[src/rtl/sysctl_pkg.sv]
package sysctl_pkg;
    // Bit positions inside the control byte (software visible layout)
    localparam int BIT_FRST  = 0;
    localparam int BIT_A20   = 1;
    localparam int BIT_LOCK  = 3;
    localparam int BIT_WDOG  = 4;
    localparam int BIT_ACT_L = 6;
    localparam int BIT_ACT_H = 7;

    typedef enum logic [0:0] {
        PS_IDLE  = 1'b0,
        PS_DRIVE = 1'b1
    } pulse_state_e;
endpackage

[src/rtl/sysctl_decode.sv]
module sysctl_decode #(
    parameter int              ADDR_W    = 16,
    parameter logic [ADDR_W-1:0] BASE_ADDR = 'h92
) (
    input  logic              clk,
    input  logic              por_n,
    input  logic [ADDR_W-1:0] io_addr,
    input  logic              io_byte,
    input  logic              io_rd,
    input  logic              io_wr,
    output logic              rd_ok,
    output logic              wr_ok,
    output logic              size_err
);
    logic hit;
    logic bad_size;

    assign hit      = (io_addr == BASE_ADDR);
    assign rd_ok    = hit && io_byte && io_rd;
    assign wr_ok    = hit && io_byte && io_wr;
    assign bad_size = hit && !io_byte && (io_rd || io_wr);

    always_ff @(posedge clk or negedge por_n) begin
        if (!por_n) size_err <= 1'b0;
        else        size_err <= bad_size;
    end

    // the error flag only follows a mis-sized access one cycle earlier
    assert_size_err_cause_R1: assert property (@(posedge clk) disable iff (!por_n)
        size_err |-> $past(hit && !io_byte && (io_rd || io_wr)));
endmodule

[src/rtl/sysctl_rstpulse.sv]
module sysctl_rstpulse
    import sysctl_pkg::*;
#(
    parameter int PULSE_CYCLES = 4
) (
    input  logic clk,
    input  logic por_n,
    input  logic trig,
    output logic pulse
);
    localparam int CNT_W = $clog2(PULSE_CYCLES + 1);
    localparam logic [CNT_W-1:0] LAST = CNT_W'(PULSE_CYCLES - 1);

    pulse_state_e     state_q, state_d;
    logic [CNT_W-1:0] cnt_q, cnt_d;

    // next-state logic
    always_comb begin
        state_d = state_q;
        cnt_d   = cnt_q;
        unique case (state_q)
            PS_IDLE: begin
                if (trig) begin
                    state_d = PS_DRIVE;
                    cnt_d   = '0;
                end
            end
            PS_DRIVE: begin
                if (cnt_q == LAST) begin
                    state_d = PS_IDLE;
                    cnt_d   = '0;
                end else begin
                    cnt_d = cnt_q + 1'b1;
                end
            end
            default: begin
                state_d = PS_IDLE;
                cnt_d   = '0;
            end
        endcase
    end

    // state register
    always_ff @(posedge clk or negedge por_n) begin
        if (!por_n) begin
            state_q <= PS_IDLE;
            cnt_q   <= '0;
        end else begin
            state_q <= state_d;
            cnt_q   <= cnt_d;
        end
    end

    // outputs
    always_comb begin
        unique case (state_q)
            PS_DRIVE: pulse = 1'b1;
            default:  pulse = 1'b0;
        endcase
    end

    // run-length monitor for the pulse width
    logic [CNT_W:0] hi_run;
    always_ff @(posedge clk or negedge por_n) begin
        if (!por_n)     hi_run <= '0;
        else if (pulse) hi_run <= hi_run + 1'b1;
        else            hi_run <= '0;
    end

    // the pulse never runs longer than the configured width
    assert_pulse_width_R5: assert property (@(posedge clk) disable iff (!por_n)
        hi_run <= (CNT_W+1)'(PULSE_CYCLES));
    // a pulse that has started keeps going until its width is reached
    assert_pulse_min_R3: assert property (@(posedge clk) disable iff (!por_n)
        (pulse && hi_run < (CNT_W+1)'(PULSE_CYCLES - 1)) |=> pulse);
endmodule

[src/rtl/sysctl_regs.sv]
module sysctl_regs
    import sysctl_pkg::*;
(
    input  logic       clk,
    input  logic       por_n,
    input  logic       cpu_rst,
    input  logic       wr_ok,
    input  logic [7:0] wdata,
    input  logic       wdog_to,
    output logic [7:0] value,
    output logic       a20_en,
    output logic       sec_lock,
    output logic       act_led
);
    logic       frst_q;
    logic       a20_q;
    logic       lock_q;
    logic       wdog_q;
    logic [1:0] act_q;
    logic       normal_wr;
    logic       fire_wr;

    assign fire_wr   = wr_ok && !cpu_rst && wdata[BIT_FRST];
    assign normal_wr = wr_ok && !cpu_rst && !wdata[BIT_FRST];

    // bits cleared by either reset
    always_ff @(posedge clk or negedge por_n) begin
        if (!por_n) begin
            a20_q <= 1'b0;
            act_q <= 2'b00;
        end else if (cpu_rst) begin
            a20_q <= 1'b0;
            act_q <= 2'b00;
        end else if (normal_wr) begin
            a20_q <= wdata[BIT_A20];
            act_q <= wdata[BIT_ACT_H:BIT_ACT_L];
        end
    end

    // bits cleared only by power-on reset
    always_ff @(posedge clk or negedge por_n) begin
        if (!por_n) begin
            frst_q <= 1'b0;
            lock_q <= 1'b0;
            wdog_q <= 1'b0;
        end else begin
            if (fire_wr) frst_q <= 1'b1;
            if (normal_wr && wdata[BIT_LOCK]) lock_q <= 1'b1;
            if (wdog_to)
                wdog_q <= 1'b1;
            else if (normal_wr && wdata[BIT_WDOG])
                wdog_q <= 1'b0;
        end
    end

    always_comb begin
        value            = '0;
        value[BIT_FRST]  = frst_q;
        value[BIT_A20]   = a20_q;
        value[BIT_LOCK]  = lock_q;
        value[BIT_WDOG]  = wdog_q;
        value[BIT_ACT_H:BIT_ACT_L] = act_q;
    end

    assign a20_en   = a20_q;
    assign sec_lock = lock_q;
    assign act_led  = |act_q;

    assert_lock_sticky_R7: assert property (@(posedge clk) disable iff (!por_n)
        sec_lock |=> sec_lock);
    assert_frst_sticky_R6: assert property (@(posedge clk) disable iff (!por_n)
        value[BIT_FRST] |=> value[BIT_FRST]);
    assert_wdog_sets_R8: assert property (@(posedge clk) disable iff (!por_n)
        wdog_to |=> value[BIT_WDOG]);
    assert_cpu_rst_clears_R11: assert property (@(posedge clk) disable iff (!por_n)
        cpu_rst |=> (!a20_en && !act_led));
    assert_fire_keeps_a20_R4: assert property (@(posedge clk) disable iff (!por_n)
        (wr_ok && wdata[BIT_FRST]) |=> $stable(a20_en));
endmodule

[src/rtl/sysctl_porta.sv]
module sysctl_porta
    import sysctl_pkg::*;
#(
    parameter int              ADDR_W       = 16,
    parameter logic [ADDR_W-1:0] BASE_ADDR  = 'h92,
    parameter int              PULSE_CYCLES = 4
) (
    input  logic              clk,
    input  logic              por_n,
    input  logic              cpu_rst,
    input  logic [ADDR_W-1:0] io_addr,
    input  logic              io_byte,
    input  logic              io_rd,
    input  logic              io_wr,
    input  logic [7:0]        io_wdata,
    output logic [7:0]        io_rdata,
    output logic              size_err,
    input  logic              wdog_to,
    output logic              a20_en,
    output logic              cpu_rst_pulse,
    output logic              sec_lock,
    output logic              act_led
);
    logic       rd_ok;
    logic       wr_ok;
    logic       trig;
    logic [7:0] reg_value;

    sysctl_decode #(
        .ADDR_W    (ADDR_W),
        .BASE_ADDR (BASE_ADDR)
    ) u_decode (
        .clk      (clk),
        .por_n    (por_n),
        .io_addr  (io_addr),
        .io_byte  (io_byte),
        .io_rd    (io_rd),
        .io_wr    (io_wr),
        .rd_ok    (rd_ok),
        .wr_ok    (wr_ok),
        .size_err (size_err)
    );

    sysctl_regs u_regs (
        .clk      (clk),
        .por_n    (por_n),
        .cpu_rst  (cpu_rst),
        .wr_ok    (wr_ok),
        .wdata    (io_wdata),
        .wdog_to  (wdog_to),
        .value    (reg_value),
        .a20_en   (a20_en),
        .sec_lock (sec_lock),
        .act_led  (act_led)
    );

    assign trig = wr_ok && !cpu_rst && io_wdata[BIT_FRST];

    sysctl_rstpulse #(
        .PULSE_CYCLES (PULSE_CYCLES)
    ) u_pulse (
        .clk   (clk),
        .por_n (por_n),
        .trig  (trig),
        .pulse (cpu_rst_pulse)
    );

    assign io_rdata = rd_ok ? reg_value : 8'h00;

    // an accepted trigger while idle starts the pulse in the next cycle
    assert_trig_starts_R3: assert property (@(posedge clk) disable iff (!por_n)
        (trig && !cpu_rst_pulse) |=> cpu_rst_pulse);
    // unused bits never read as 1
    assert_unused_zero_R10: assert property (@(posedge clk) disable iff (!por_n)
        (io_rdata[5] == 1'b0) && (io_rdata[2] == 1'b0));
endmodule

[config.mk]
export PLATFORM = sky130hd
export DESIGN_NAME = sysctl_porta
export DESIGN_NICKNAME = d
export VERILOG_FILES = /design/src/rtl/sysctl_pkg.sv /design/src/rtl/sysctl_decode.sv /design/src/rtl/sysctl_rstpulse.sv /design/src/rtl/sysctl_regs.sv /design/src/rtl/sysctl_porta.sv
export SDC_FILE = /design/constraint.sdc
export NUM_CORES = 1
export LEC_CHECK = 0
export ABC_CLOCK_PERIOD_IN_PS = 1700
export BUFFER_PORTS_ARGS = -buffer_cell sky130_fd_sc_hd__buf_2
export CAP_MARGIN = 20
export CORE_ASPECT_RATIO = 0.8
export CORE_MARGIN = 5
export CORE_UTILIZATION = 39
export DETAILED_ROUTE_END_ITERATION = 6
export GPL_TIMING_DRIVEN = 0
export PLACE_DENSITY = 0.76
export SLEW_MARGIN = 20
export SYNTH_ARGS = -nofsm -noshare
export SYNTH_HDL_FRONTEND = slang
export SYNTH_HIERARCHICAL = 1
export SYNTH_SLANG_ARGS = --single-unit
[constraint.sdc]
create_clock -name clk -period 1.7 [get_ports clk]
set_input_delay 0.255 -clock clk [delete_from_list [all_inputs] [get_ports clk]]
set_output_delay 0.255 -clock clk [all_outputs]
set_load 0.005 [all_outputs]
Word-level counts from Yosys, hierarchy flattened
Cells that the tools add are included.

Bits in registers: 11. Latch bits: 0. Bits in writable memories: 0. ROM bits: 0. Word-level logic and storage cells: 44. Memories kept: 0.

Add/subtract/negate cells: 1. $mul: 0. Div/mod/pow operators: 0. Magnitude comparators: 0. Equal/unequal tests: 3. Shifts and indexed selects: 0. Mux-type cells: 14. Bitwise gates (word level): 1. Reductions and logical operators: 17.

Operator list (count): 16-bit by 8-bit equality test with 1-bit output, second input constant (1); 1-bit logical AND (10); 8-bit two-way mux (1); 1-bit two-way mux (7); 3-bit two-way mux (2); 3-bit case mux with 2 select lines (1); 2-bit two-way mux (2); 2-bit nonzero test (2); 3-bit by 1-bit adder with 3-bit output, second input constant (1); 3-bit by 2-bit equality test with 1-bit output, second input constant (1); 1-bit logical NOT (3); 2-bit != test, second input constant (1); 1-bit case mux with 2 select lines (1); 2-bit OR reduction (1); 1-bit logical OR (1); 1-bit NOT (1).

Longest topological paths before layout
Depth in word-level cells: 8. Gate-level depth with buffers: 6. Mapped depth without buffers: 6.

Cells and area by module
Netlist, hierarchy kept.

By module, submodules not included: sysctl_regs (times used 1, cells an instance 27, area an instance 296.5 um^2); sysctl_rstpulse (times used 1, cells an instance 15, area an instance 176.4 um^2); sysctl_decode (times used 1, cells an instance 12, area an instance 100.1 um^2); sysctl_porta (times used 1, cells an instance 9, area an instance 58.8 um^2).

Worst setup path after synthesis
OpenSTA, ideal clock, no wires.

Path type: input to register. From: input port io_addr[8]. To: register u_regs.wdog_q. Library setup time: 118 ps. Arrival: 1523 ps. Slack: 59 ps. Stages: 5. Path through: or4_4 -> nor3_1 -> nor3b_2 -> nand2_1 -> a21o_1.

Longest elaborated chain between the ends: 7.

Ends and longest elaborated chain: start: declaration (RTL line sysctl_porta.sv:11) `input logic [ADDR_W-1:0] io_addr,`; 16-bit by 8-bit equality test with 1-bit output (RTL line sysctl_decode.sv:18) `assign hit = (io_addr == BASE_ADDR);`; 1-bit logical AND (2 in series) (RTL line sysctl_decode.sv:20) `assign wr_ok = hit && io_byte && io_wr;`; via wr_ok (RTL line sysctl_porta.sv:25) `logic wr_ok;`; 1-bit logical AND (2 in series) (RTL line sysctl_regs.sv:24) `assign normal_wr = wr_ok && !cpu_rst && !wdata[BIT_FRST];`; 1-bit logical AND (RTL line sysctl_regs.sv:51) `else if (normal_wr && wdata[BIT_WDOG])`; 2-bit nonzero test (no line); end signal: assignment (RTL line sysctl_regs.sv:45) `wdog_q <= 1'b0;`; end signal: assignment (RTL line sysctl_regs.sv:50) `wdog_q <= 1'b1;`; end signal: assignment (RTL line sysctl_regs.sv:52) `wdog_q <= 1'b0;`; end: declaration (RTL line sysctl_regs.sv:18) `logic wdog_q;`.

The timed path passes the listed nets, and every way through them passes these cells. A chain may end at the register's enable or synchronous reset.

Worst setup path in the final report
From: input port io_addr[13]. To: output port io_rdata[1].

Longest elaborated chain between the ends: 4.

Ends and longest elaborated chain: 16-bit by 8-bit equality test with 1-bit output (RTL line sysctl_decode.sv:18); 1-bit logical AND (2 in series) (RTL line sysctl_decode.sv:19) `assign rd_ok = hit && io_byte && io_rd;`; via rd_ok (RTL line sysctl_porta.sv:24) `logic rd_ok;`; 8-bit two-way mux (RTL line sysctl_porta.sv:68) `assign io_rdata = rd_ok ? reg_value : 8'h00;`; end: declaration (RTL line sysctl_porta.sv:16) `output logic [7:0] io_rdata,`.

The timed path passes the listed nets, and every way through them passes these cells.

==> results.toml <==
[run_status]
status = "finished, violations left"
violations = "negative setup slack"

[global_route]
grt_overflow_total = 0
grt_pass1_vias = 582
grt_first_pass_wirelength_um = 2440
grt_use_total_pct = 14.7
antenna_found_initial = 0
grt_max_degree = 12

[final_layout]
antennaDiodeCount = 0
fin_area_um2 = 1020
layout.nets = 145
drive_above_1_share_pct = 59.8
fillers = 133
syn2layout_area_growth_pct = 61.0

[sta]
setup_viol = 6
fin_ws_ns = -0.0504
fin_setup_tns_ns = -0.291
post-route-period-util_pct = 103
max_freq_mhz = 571
whs_ns = 0.158
finalHoldViolCount = 0
rsz0062_at_grt = "yes"
min_period_ns = 1.75
slew_viol_final = 0
fin_skew_ns = 0.00152

[critical_path]
worstPathMaxFanout = 5
cp_cell_sequence = "buf_6 > or4_4 > nor3_4 > buf_6 > and2_4 > buf_6"
r2r_cells = 3
r2r_slack_ns = 0.70
crit_cells = 6
critPathLaunch = "io_addr[13]"
rr_startpoint = "u_pulse/cnt_q[0]"
critPathKind = "input pin to primary output"
arrival_ns = 1.50
start_kind = "input pin"
endpoint = "io_rdata[1]"
crit_family = "simple AND/OR/NAND/NOR gates"
worst_path_max_delay_cell = "or4_4"
end_kind = "primary output"
crit_top_cell = "buf_6"
cp_num_buf_inv = 3
required_ns = 1.44
timing.rr.end = "u_pulse/cnt_q[2]"
max_stage_delay_ns = 0.55

[drt]
drc = 0
wl_per_cell_um = 13.4
routed_wl_um = 1800
via_per_inst = 4.73
dr.first_iter.drc_count = 12
dr.pass1.iters = 4
num_vias = 634
drtAntennaViolNets = 0

[synth]
synth-xor-area-share_pct = 0
yosysUniqueCellTypes = 29
syn_avg_cell_area_um2 = 10.0
synthSimpleGateAreaFrac_pct = 33.3
yosysWarnings = 6
synth_mux_area_share_pct = 4.75
synthAdderAreaFrac_pct = 1.98
ys_ff_latch = 11
async_flop_share_pct = 100
synth_top_cell_by_area = "dfrtp_1"
yosysMostFrequentCell = "dfrtp_1"
synth_edf_count = 0
synth_common_cells = "dfrtp_1 (11), and2_1 (8), buf_4 (6)"
synthDominantCellAreaShare_pct = 43.6
synthTopCellsByArea = "dfrtp_1 (44%), and2_1 (7.9%), buf_4 (7.1%)"
synthCells = 63
syn-cell-area_um2 = 632
ys_seq_area_share_pct = 43.6
ys.flop_type = "dfrtp_1"
synth-compound-area-share_pct = 8.12
synth_top_family_by_area = "simple AND/OR/NAND/NOR gates"

[placed_design]
dp_hpwl_um = 1220
gp_congestion = 0.654
numPortBuffers = 39
place_area_um2 = 858

[clock_tree]
cts_made_buffers = 3
clock_latency_ns = 0.27
cts_tree = "yes"
htreeDepth = 1
cts.sinks = 11
clk_path_buf_depth = 2
clkTransAtPathRegs_ns = 0.07
cts_root_buf = "clkbuf_4"

[pwr]
peakVddDrop_v = 0.000427
powerDensity_nw_per_um2 = 494
leakagePower_nw = 0.570

[die]
core_area_um2 = 1580
rows = 13
initial_core_util_pct = 40.0
pin_count = 44
dieArea_um2 = 2530
die_h_um = 46
fp.dieW_um = 55

[run]
maxCapViolations = 0

[min_path]
holdCritPathClass = "input pin to flip-flop"
min_from = "wdog_to"
cell usage in the layout, fill, tap and decap left out, drive strengths merged, types with 2 or more instances in the layout:
cell type	Yosys	routed
conb	1	2
nor3	2	2
a21o	2	2
dfrtp	11	11
nand2b	3	3
nor4	2	2
buf	6	49
nand2	4	4
mux2i	3	3
clkbuf	0	4
nor2	5	5
and2	8	8
report_power, final:
| part | leakage [nW] | internal (mW) | switching (mW) |
|---|---|---|---|
| registers | 0.138 | 0.262 | 0.0000915 |
| logic | 0.417 | 0.0350 | 0.0267 |
| clock network | 0.0150 | 0.0910 | 0.0879 |
| total | 0.570 | 0.388 | 0.115 |
worst register-to-register path, cell delays in order (launching register included):
cell and delay [ns]:
dfrtp_1 0.38, ha_1 0.17, and2b_1 0.18, o21a_1 0.16
routing by layer:
layer	vias to the layer above	track usage, %	share of wire (%)
met5	-	0	0
met4	0	9.71	3.7
met3	9	7.21	9.4
met2	33	22.4	50
met1	283	16.0	37
li1	309	-	-
flip-flops by register name, indices dropped and copies added, names as in the netlist:
name	count
u_decode/size_err	1
u_pulse/cnt_q	3
u_pulse/state_q	1
u_regs/a20_en	1
u_regs/act_q	2
u_regs/frst_q	1
u_regs/sec_lock	1
u_regs/wdog_q	1
cells by family after synthesis:
group	count (synthesis)
AO/OA/AOI/OAI	7
flip-flops	11
other	1
adder cells (fa/ha/maj)	1
buffers and inverters	7
AND/OR/NAND/NOR	33
multiplexers	3
through the flow:
| stage | setup slack (ns) | total power [mW] | utilization (%) | cells |
|---|---|---|---|---|
| CTS | 0.0134 | 0.503 | 58.8 | 133 |
| finish | -0.0504 | 0.502 | 64.5 | 134 |
| floorplan | 0.0590 | 0.278 | - | 64 |
| global route | -0.0727 | 0.528 | 64.5 | 134 |
| global placement | -0.369 | 0.316 | 54.4 | 125 |
| detailed placement | -0.458 | 0.318 | 54.4 | 125 |
what timing repair did:
action	in CTS	in global routing
buffers inserted	3	1
gates cloned	0	0
pin swaps	2	3
hold buffers	1	0
gates resized for setup	2	17
endpoints found under the setup margin	6	15
hold endpoints to repair	11	0
worst min path at each step:
stage,cells past startpoint,endpoint,slack [ns]
6_report,2,u_regs/wdog_q,0.16
5_1_grt,2,u_regs/wdog_q,0.15
4_1_cts,2,u_regs/wdog_q,0.15
3_3_place_gp,1,u_pulse/cnt_q[0],0.13
3_5_place_dp,1,u_pulse/state_q,0.14
2_1_floorplan,0,u_decode/size_err,-0.04
cell type report:
cell class | instances | area [um2] | area share, %
multi-input combinational | 46 | 359 | 35.3
inverter | 1 | 3.75 | 0.369
sequential | 11 | 275 | 27.1
timing repair buffer | 44 | 280 | 27.6
tap | 22 | 27.5 | 2.71
clock buffer | 4 | 26.3 | 2.58
buffer | 6 | 45.0 | 4.43
Power figures use the tool's default switching activity.
